--- config.mk ---
export PLATFORM = sky130hd
export DESIGN_NAME = kbc_host_front
export DESIGN_NICKNAME = d
export VERILOG_FILES = /design/src/rtl/kbc_pkg.sv /design/src/rtl/kbc_hold_timer.sv /design/src/rtl/kbc_gpio_bank.sv /design/src/rtl/kbc_cmd_engine.sv /design/src/rtl/kbc_host_front.sv
export SDC_FILE = /design/constraint.sdc
export NUM_CORES = 1
export LEC_CHECK = 0
export BUFFER_PORTS_ARGS = -buffer_cell sky130_fd_sc_hd__buf_2
export CORE_MARGIN = 2
export CORE_UTILIZATION = 45
export CTS_CLUSTER_DIAMETER = 60
export DETAILED_ROUTE_END_ITERATION = 7
export GPL_ROUTABILITY_DRIVEN = 0
export PLACE_DENSITY = 0.84
export SYNTH_ARGS = -nofsm -noshare
export SYNTH_HDL_FRONTEND = slang
export SYNTH_SLANG_ARGS = --single-unit
--- constraint.sdc ---
create_clock -name clk -period 1.47 [get_ports clk]
set_input_delay 0.0735 -clock clk [delete_from_list [all_inputs] [get_ports clk]]
set_output_delay 0.0735 -clock clk [all_outputs]
set_load 0.02 [all_outputs]
--- src/rtl/kbc_pkg.sv ---
package kbc_pkg;
  localparam logic [7:0] PORT_DATA  = 8'h60;
  localparam logic [7:0] PORT_CMD   = 8'h64;
  localparam logic [7:0] CMD_SELFTEST = 8'hAA;
  localparam logic [7:0] CMD_PULSE_RST = 8'hFE;
  localparam logic [7:0] CMD_SET_A20 = 8'hD1;
  localparam logic [7:0] CMD_GPIO_DIR = 8'h90;
  localparam logic [7:0] CMD_GPIO_VAL = 8'h91;
  localparam logic [7:0] CMD_GPIO_RD  = 8'h92;
  localparam logic [7:0] PASS_CODE  = 8'h55;
  localparam logic [7:0] IDLE_READ  = 8'hFF;

  typedef enum logic [1:0] {
    PEND_NONE,
    PEND_A20,
    PEND_DIR,
    PEND_VAL
  } pend_t;
endpackage

--- src/rtl/kbc_hold_timer.sv ---
module kbc_hold_timer #(
  parameter int HOLD_CLKS = 120,
  parameter int SYNC_STAGES = 2
) (
  input  logic clk,
  input  logic rst,
  input  logic pwr_ok,
  input  logic kb_clk,
  output logic ready
);
  localparam int CW = $clog2(HOLD_CLKS + 1);

  logic [SYNC_STAGES-1:0] pwr_sync;
  logic [SYNC_STAGES:0]   kbc_sync;
  logic [CW-1:0]          edge_cnt;
  logic                   kb_rise;

  always_ff @(posedge clk) begin
    if (rst) begin
      pwr_sync <= '0;
      kbc_sync <= '0;
    end else begin
      pwr_sync <= {pwr_sync[SYNC_STAGES-2:0], pwr_ok};
      kbc_sync <= {kbc_sync[SYNC_STAGES-1:0], kb_clk};
    end
  end

  assign kb_rise = kbc_sync[SYNC_STAGES-1] & ~kbc_sync[SYNC_STAGES];

  always_ff @(posedge clk) begin
    if (rst || !pwr_sync[SYNC_STAGES-1]) begin
      edge_cnt <= '0;
      ready    <= 1'b0;
    end else begin
      if (kb_rise && edge_cnt != CW'(HOLD_CLKS))
        edge_cnt <= edge_cnt + 1'b1;
      ready <= (edge_cnt == CW'(HOLD_CLKS));
    end
  end
endmodule

--- src/rtl/kbc_gpio_bank.sv ---
module kbc_gpio_bank #(
  parameter int NGPIO = 4,
  parameter int SYNC_STAGES = 2
) (
  input  logic             clk,
  input  logic             clr,
  input  logic             ld_dir,
  input  logic             ld_val,
  input  logic [NGPIO-1:0] wdata,
  input  logic [NGPIO-1:0] pin_in,
  output logic [NGPIO-1:0] val_o,
  output logic [NGPIO-1:0] oe_o
);
  for (genvar g = 0; g < NGPIO; g++) begin : g_bit
    logic [SYNC_STAGES-1:0] in_sync;
    logic                   oe_r;
    logic                   val_r;

    always_ff @(posedge clk) begin
      if (clr) begin
        in_sync <= '0;
        oe_r    <= 1'b0;
        val_r   <= 1'b0;
      end else begin
        in_sync <= {in_sync[SYNC_STAGES-2:0], pin_in[g]};
        if (ld_dir)
          oe_r <= wdata[g];
        if (ld_val)
          val_r <= wdata[g];
        else if (!oe_r)
          val_r <= in_sync[SYNC_STAGES-1];
      end
    end

    assign val_o[g] = val_r;
    assign oe_o[g]  = oe_r;
  end
endmodule

--- src/rtl/kbc_cmd_engine.sv ---
module kbc_cmd_engine
  import kbc_pkg::*;
#(
  parameter int ADDR_W = 16,
  parameter int NGPIO  = 4
) (
  input  logic              clk,
  input  logic              clr,
  input  logic              io_wr,
  input  logic              io_rd,
  input  logic [ADDR_W-1:0] io_addr,
  input  logic [7:0]        io_wdata,
  input  logic              kb_valid,
  input  logic [7:0]        kb_byte,
  input  logic              keylock,
  input  logic [NGPIO-1:0]  gpio_val,
  output logic [7:0]        io_rdata,
  output logic              warm_rst_req,
  output logic              a20_en,
  output logic              ld_dir,
  output logic              ld_val,
  output logic              unlocked
);
  logic  hit_data, hit_cmd;
  logic  st_pend, obf, ibf;
  logic [7:0] outbuf;
  pend_t pend;
  logic  wr_data_ok;

  assign hit_data = (io_addr == ADDR_W'(PORT_DATA));
  assign hit_cmd  = (io_addr == ADDR_W'(PORT_CMD));
  assign wr_data_ok = unlocked && io_wr && hit_data;
  assign ld_dir = wr_data_ok && (pend == PEND_DIR);
  assign ld_val = wr_data_ok && (pend == PEND_VAL);

  always_ff @(posedge clk) begin
    if (clr) begin
      unlocked     <= 1'b0;
      st_pend      <= 1'b0;
      obf          <= 1'b0;
      ibf          <= 1'b0;
      outbuf       <= '0;
      pend         <= PEND_NONE;
      a20_en       <= 1'b1;
      warm_rst_req <= 1'b0;
      io_rdata     <= IDLE_READ;
    end else if (!unlocked) begin
      warm_rst_req <= 1'b0;
      ibf          <= 1'b0;
      if (io_rd)
        io_rdata <= IDLE_READ;
      if (io_wr && hit_cmd && io_wdata == CMD_SELFTEST) begin
        unlocked <= 1'b1;
        st_pend  <= 1'b1;
      end
    end else begin
      warm_rst_req <= 1'b0;
      ibf          <= io_wr && (hit_cmd || hit_data);

      if (kb_valid && !keylock && !obf) begin
        outbuf <= kb_byte;
        obf    <= 1'b1;
      end

      if (io_rd) begin
        if (st_pend && (hit_cmd || hit_data)) begin
          io_rdata <= PASS_CODE;
          st_pend  <= 1'b0;
        end else if (hit_cmd) begin
          io_rdata <= {6'b0, ibf, obf};
        end else if (hit_data) begin
          io_rdata <= outbuf;
          obf      <= 1'b0;
        end else begin
          io_rdata <= IDLE_READ;
        end
      end

      if (io_wr && hit_cmd) begin
        pend <= PEND_NONE;
        case (io_wdata)
          CMD_SELFTEST:  st_pend <= 1'b1;
          CMD_PULSE_RST: warm_rst_req <= 1'b1;
          CMD_SET_A20:   pend <= PEND_A20;
          CMD_GPIO_DIR:  pend <= PEND_DIR;
          CMD_GPIO_VAL:  pend <= PEND_VAL;
          CMD_GPIO_RD: begin
            outbuf <= {{(8-NGPIO){1'b0}}, gpio_val};
            obf    <= 1'b1;
          end
          default: ;
        endcase
      end else if (wr_data_ok) begin
        pend <= PEND_NONE;
        if (pend == PEND_A20)
          a20_en <= io_wdata[1];
      end
    end
  end
endmodule

--- src/rtl/kbc_host_front.sv ---
module kbc_host_front #(
  parameter int ADDR_W    = 16,
  parameter int NGPIO     = 4,
  parameter int HOLD_CLKS = 120
) (
  input  logic              clk,
  input  logic              rst,
  input  logic              pwr_ok,
  input  logic              kb_clk,
  input  logic              keylock,
  input  logic              kb_valid,
  input  logic [7:0]        kb_byte,
  input  logic [ADDR_W-1:0] io_addr,
  input  logic              io_wr,
  input  logic              io_rd,
  input  logic [7:0]        io_wdata,
  output logic [7:0]        io_rdata,
  output logic              warm_rst_req,
  output logic              a20_en,
  input  logic [NGPIO-1:0]  gpio_in,
  output logic [NGPIO-1:0]  gpio_out,
  output logic [NGPIO-1:0]  gpio_oe
);
  logic host_ready;
  logic core_clr;
  logic unlocked;
  logic ld_dir, ld_val;
  logic [NGPIO-1:0] gpio_val;

  assign core_clr = rst || !host_ready;

  kbc_hold_timer #(.HOLD_CLKS(HOLD_CLKS)) u_hold (
    .clk(clk), .rst(rst), .pwr_ok(pwr_ok), .kb_clk(kb_clk), .ready(host_ready)
  );

  kbc_cmd_engine #(.ADDR_W(ADDR_W), .NGPIO(NGPIO)) u_eng (
    .clk(clk), .clr(core_clr), .io_wr(io_wr), .io_rd(io_rd), .io_addr(io_addr),
    .io_wdata(io_wdata), .kb_valid(kb_valid), .kb_byte(kb_byte), .keylock(keylock),
    .gpio_val(gpio_val), .io_rdata(io_rdata), .warm_rst_req(warm_rst_req),
    .a20_en(a20_en), .ld_dir(ld_dir), .ld_val(ld_val), .unlocked(unlocked)
  );

  kbc_gpio_bank #(.NGPIO(NGPIO)) u_gpio (
    .clk(clk), .clr(core_clr), .ld_dir(ld_dir), .ld_val(ld_val),
    .wdata(io_wdata[NGPIO-1:0]), .pin_in(gpio_in), .val_o(gpio_val), .oe_o(gpio_oe)
  );

  assign gpio_out = gpio_val;
endmodule

; After elaboration in Yosys (flattened, before gate mapping)
; Index checks and enable logic that the tools add are counted.
[totals]
word_cells = 107
inputBits = 44
reg_bits = 53
[op_classes]
n_reduce_logical = 24
n_bitwise = 4
mux = 36
n_eq_ne = 17
add_sub_neg = 1
[op_table]
columns = operator, count
row1 = two-way mux 8 bit, 9
row2 = "equality test 8 bit, second input constant", 6
row3 = "equality test 16 x 7 -> 1 bit, second input constant", 2
row4 = two-way mux 1 bit, 24
row5 = logical AND 1 bit, 11
row6 = "inequality test 2 bit, second input constant", 4
row7 = "adder 7 x 1 -> 7 bit, second input constant", 1
row8 = "equality test 7 bit, second input constant", 1
row9 = "inequality test 7 bit, second input constant", 1
row10 = case mux 2 bit (3 select lines), 1
row11 = "equality test 2 bit, second input constant", 2
row12 = logical NOT 1 bit, 4
row13 = two-way mux 2 bit, 2
row14 = AND reduction 4 bit, 1
row15 = nonzero test 2 bit, 2
row16 = logical OR 1 bit, 3
row17 = inverter 1 bit, 3
row18 = OR reduction 3 bit, 1
row19 = "equality test 2 x 1 -> 1 bit, second input constant", 1
row20 = AND reduction 2 bit, 1
row21 = OR reduction 2 bit, 1
row22 = AND 1 bit, 1

; Longest topological paths before layout
[logic_depth]
ltp_word = 10
mapped_depth = 6

; Modules after synthesis
; A second synthesis with hierarchy kept.
[hier_totals]
cells_unflattened = 250
hier_area_um2 = 2307.2
[modules_own_cells]
columns = module, area_per_inst_um2, cells_each, instances
row1 = kbc_cmd_engine, 1143.6, 137, 1
row2 = kbc_gpio_bank, 620.6, 55, 1
row3 = kbc_hold_timer, 536.8, 57, 1
row4 = kbc_host_front, 6.3, 1, 1

; Worst setup path before layout
; No wires, ideal clock.
[synth_path]
path_kind = input port to flip-flop
from = input port io_wdata[2]
to = register u_eng.outbuf[2]
slack_ps = -121
required_time_ps = 1338
arrival_ps = 1459
setup_ps = 132
cell_stages = 5
path_cell_list = or4b_4 or3_1 buf_6 nor4_1 a211oi_2
[synth_between]
elab_chain_len = 3
[synth_rtl]
columns = item, line
row1 = from (decl), kbc_host_front.sv:16  ; input logic [7:0] io_wdata,
row2 = equality test 8 bit, kbc_cmd_engine.sv:81  ; case (io_wdata)
row3 = two-way mux 8 bit, kbc_cmd_engine.sv:81
row4 = two-way mux 8 bit, kbc_cmd_engine.sv:79  ; if (io_wr && hit_cmd) begin
row5 = to (signal assigned), kbc_cmd_engine.sv:61  ; outbuf <= kb_byte;
row6 = to (signal assigned), kbc_cmd_engine.sv:88  ; outbuf <= {{(8-NGPIO){1'b0}}, gpio_val};
row7 = to (decl), kbc_cmd_engine.sv:26  ; logic [7:0] outbuf;
; No other way between the ends.
; A chain may end at the register's enable or synchronous reset.

==> summary.txt <==
Run status
  • Outcome: complete, no violations

Synth
  • Mapped Area: 2350 um2
  • Multiplexer area fraction after synthesis: 3.19%
  • Synthesized area per cell: 8.83 um2
  • Compound-Gate Fraction of Synth Area: 13.6%
  • Post-synthesis xor/xnor area fraction: 2.24%
  • Largest family of logic cells by synthesized area: simple AND/OR/NAND/NOR gates
  • Yosys warnings: 0
  • Post-synth EDFFs: 0
  • Synth cell types: 47
  • Syn nets: 312
  • Yosys reg bits: 53
  • Share of async-settable or async-resettable flops after synthesis: 0%
  • Synth Area in Adders: 1.06%
  • Post-Syn Instances: 266
  • Seq/Total Area, Yosys: 45.2%
  • Dominant synthesized flop cell: dfxtp_1
  • Post-Synth Simple-Gate Area: 28.1%

Layout
  • # diodes: 0
  • FILL cells: 433
  • Area Overhead vs Synth: 31.6%
  • Post-Route Utilization: 60.9%
  • Seq. cell area: 1060 um2
  • Fin nets: 396
  • Non-filler cells, final: 421
  • Area of the multi-input gates: 1190 um2
  • Share of layout cells above drive strength 1: 33.9%
  • Final instance area: 3090 um2

Critical path
  • CP Data Required Time: 1.71 ns
  • Critical-path maximum fanout: 13
  • CP Launch Point: u_eng.unlocked
  • CP Capture Point: u_eng.outbuf[3]
  • Reg2reg end: u_eng.outbuf[3]
  • CP endpoint kind: flip-flop
  • CP Class: reg2reg
  • Startpoint Class: flip-flop
  • R2r worst-path depth: 5
  • Reg2reg setup slack: 0.02 ns
  • RR Startpoint: u_eng.unlocked
  • Critical Path AT: 1.69 ns

STA
  • Final number of setup-violating endpoints: 0
  • RSZ-0062 raised after global routing: yes
  • Worst Skew: 0.00897 ns
  • Final Cycle Share: 98.4%
  • TNS Setup: 0 ns
  • Slew HR: 67.9%
  • Max Freq: 691 MHz
  • Minimum clock period: 1.45 ns
  • Worst-Margin Slew: 0.470 ns
  • Final Max Tran Viols: 0
  • Final Hold Viols: 0

Floorplanning
  • Die area: 5820 um2
  • Core Area: 5070 um2
  • Initial Utilization: 46.3%
  • Row cnt: 26
  • Die width: 76.3 um
  • Ports: 62
  • Die height: 76.3 um

GRT
  • First-pass GRT wire length: 9.43 mm
  • Global-route usage over all layers: 20.0%
  • Largest net degree at the start of global routing: 21
  • Initial antenna violation count: 0
  • Vias in the first global route: 2154
  • GRT overflow: 0

Hold path
  • Hold Crit Class: in2reg

CTS
  • CTS root buf: clkbuf_8
  • Clock Latency Late Sink: 0.31 ns
  • Max clock buf depth: 2
  • TritonCTS sink count: 53
  • Worst-path clk slew: 0.10 ns
  • H-Tree Depth: 2
  • Num CTS Buffers: 5
  • Clock tree from TritonCTS: built

Power
  • Leak: 0.00115 uW
  • VDD IR max: 533 uV
  • Final Power: 2420 uW
  • PwrDens: 784 nW/um2

Detailed routing
  • DRC viols: 0
  • Vias: 2257
  • Detail Route Antenna Nets: 0
  • 1st-iter DRT viols: 155
  • Drt first pass iters: 4
  • Vias/cell: 5.36
  • Routed WL: 5.98 mm
  • Wire length per cell: 14.2 um

Placement
  • Placed Area: 2870 um2
  • HPWL after DPL: 4.30 mm
  • DP Cell Count: 405
  • Port bufs: 61

Run
  • Max-Cap Viols: 0
[worst max-delay path: stages (launching register included)]
cell and delay (ns):
dfxtp_2 0.36, buf_6 0.15, nand2_1 0.06, or4_1 0.39
or3_1 0.33, o211ai_1 0.09
[metrics by stage]
stage | worst slack (ns) | hold slack [ns]
floorplan | -0.0846 | 0.145
global placement | -0.267 | 0.273
detailed placement | -0.338 | 0.276
CTS | 0.0189 | 0.00723
global route | -0.0497 | 0.0152
finish | 0.0229 | 0.0114
[synth_stat cells (all sizes together) (4+ instances only)]
master	n	share of area, %
nor4	7	1.9
nand3	14	3.0
buf	10	3.2
nand2b	5	1.3
mux2	4	1.9
o21ai	18	4.0
nand2	12	1.9
or3	5	1.3
dfxtp	53	45
clkbuf	12	1.9
xor2	4	1.5
and2	10	2.7
nor2	16	2.6
inv	9	1.4
nor2b	8	2.1
a31oi	4	1.1
nand4	6	1.6
a21oi	14	3.0
nor3	14	3.0
[cells by family after synthesis]
family,Yosys count
mux,7
compound gates,51
buf+inv,31
flops,53
fa+ha+maj,2
xor+xnor,6
simple gates,116
[flip-flops by register name (all words and copies together) (netlist names), 2 cells and up]
signal	count
u_eng.io_rdata	8
u_eng.outbuf	8
u_gpio.g_bit.in_sync	8
u_hold.edge_cnt	7
u_gpio.g_bit.oe_r	4
u_gpio.g_bit.val_r	4
u_hold.kbc_sync	3
u_eng.pend	2
u_hold.pwr_sync	2
[layer usage]
| layer | global-route usage (%) | vias up | part of all wire [%] |
|---|---|---|---|
| li1 | - | 1115 | - |
| met4 | 8.18 | 0 | 1.5 |
| met3 | 4.03 | 7 | 6.5 |
| met5 | 0 | - | 0 |
| met2 | 35.1 | 85 | 51 |
| met1 | 23.9 | 1050 | 41 |
[cells in the final DEF (no fill, tap or decap), drive strengths merged, types with 2 or more instances in the layout]
| cell | synthesis | routed |
|---|---|---|
| a2111oi | 3 | 3 |
| a21oi | 14 | 14 |
| a31oi | 4 | 4 |
| a32o | 2 | 2 |
| and2 | 10 | 10 |
| and3b | 2 | 2 |
| buf | 10 | 93 |
| clkbuf | 12 | 6 |
| clkinvlp | 0 | 2 |
| dfxtp | 53 | 53 |
| dlygate4sd3 | 0 | 6 |
| ha | 2 | 2 |
| inv | 9 | 9 |
| mux2 | 4 | 4 |
| mux2i | 3 | 3 |
| nand2 | 12 | 12 |
| nand2b | 5 | 5 |
| nand3 | 14 | 14 |
| nand3b | 3 | 3 |
| nand4 | 6 | 6 |
| nor2 | 16 | 16 |
| nor2b | 8 | 8 |
| nor3 | 14 | 14 |
| nor3b | 3 | 3 |
| nor4 | 7 | 7 |
| nor4b | 3 | 3 |
| o21ai | 18 | 18 |
| o221ai | 2 | 2 |
| o311ai | 2 | 2 |
| or3 | 5 | 5 |
| or4 | 2 | 2 |
| xnor2 | 2 | 2 |
| xor2 | 4 | 4 |
[worst min-delay path by stage]
stage | from | end | slack (ns) | depth (start not counted)
2_1_floorplan | rst | u_hold.kbc_sync[0] | 0.15 | 1
3_3_place_gp | gpio_in[2] | u_gpio.g_bit[2].in_sync[0] | 0.27 | 2
3_5_place_dp | gpio_in[2] | u_gpio.g_bit[2].in_sync[0] | 0.28 | 2
4_1_cts | kb_byte[4] | u_eng.outbuf[4] | 0.007 | 3
5_1_grt | kb_byte[4] | u_eng.outbuf[4] | 0.02 | 3
6_report | kb_byte[4] | u_eng.outbuf[4] | 0.01 | 3
[power by group]
part / switching (uW) / leakage (uW) / total, uW / internal (uW)
Sequential: 1.95 / 0.000429 / 1440 / 1440
Combinational: 72.0 / 0.000688 / 166 / 94.1
Clock: 478 / 0.0000374 / 814 / 336
[layout make-up]
cell class	instances	area share [%]
multi-input cells	182	38.6
flip-flops and latches	53	34.4
repair buffers	99	20.2
well taps	70	2.83
clock buffers	6	2.35
inverters	9	1.09
clock inverters	2	0.486
[repair_timing]
| item | 4_1_cts | 5_1_grt |
|---|---|---|
| buffers inserted | 0 | 2 |
| endpoints found under the setup margin | 11 | 22 |
| hold buffers | 6 | 0 |
| pin swaps | 0 | 2 |
| resized for setup | 4 | 11 |
| endpoints found under the hold margin | 6 | 0 |
Note: power is estimated with default switching activity, not from simulation.
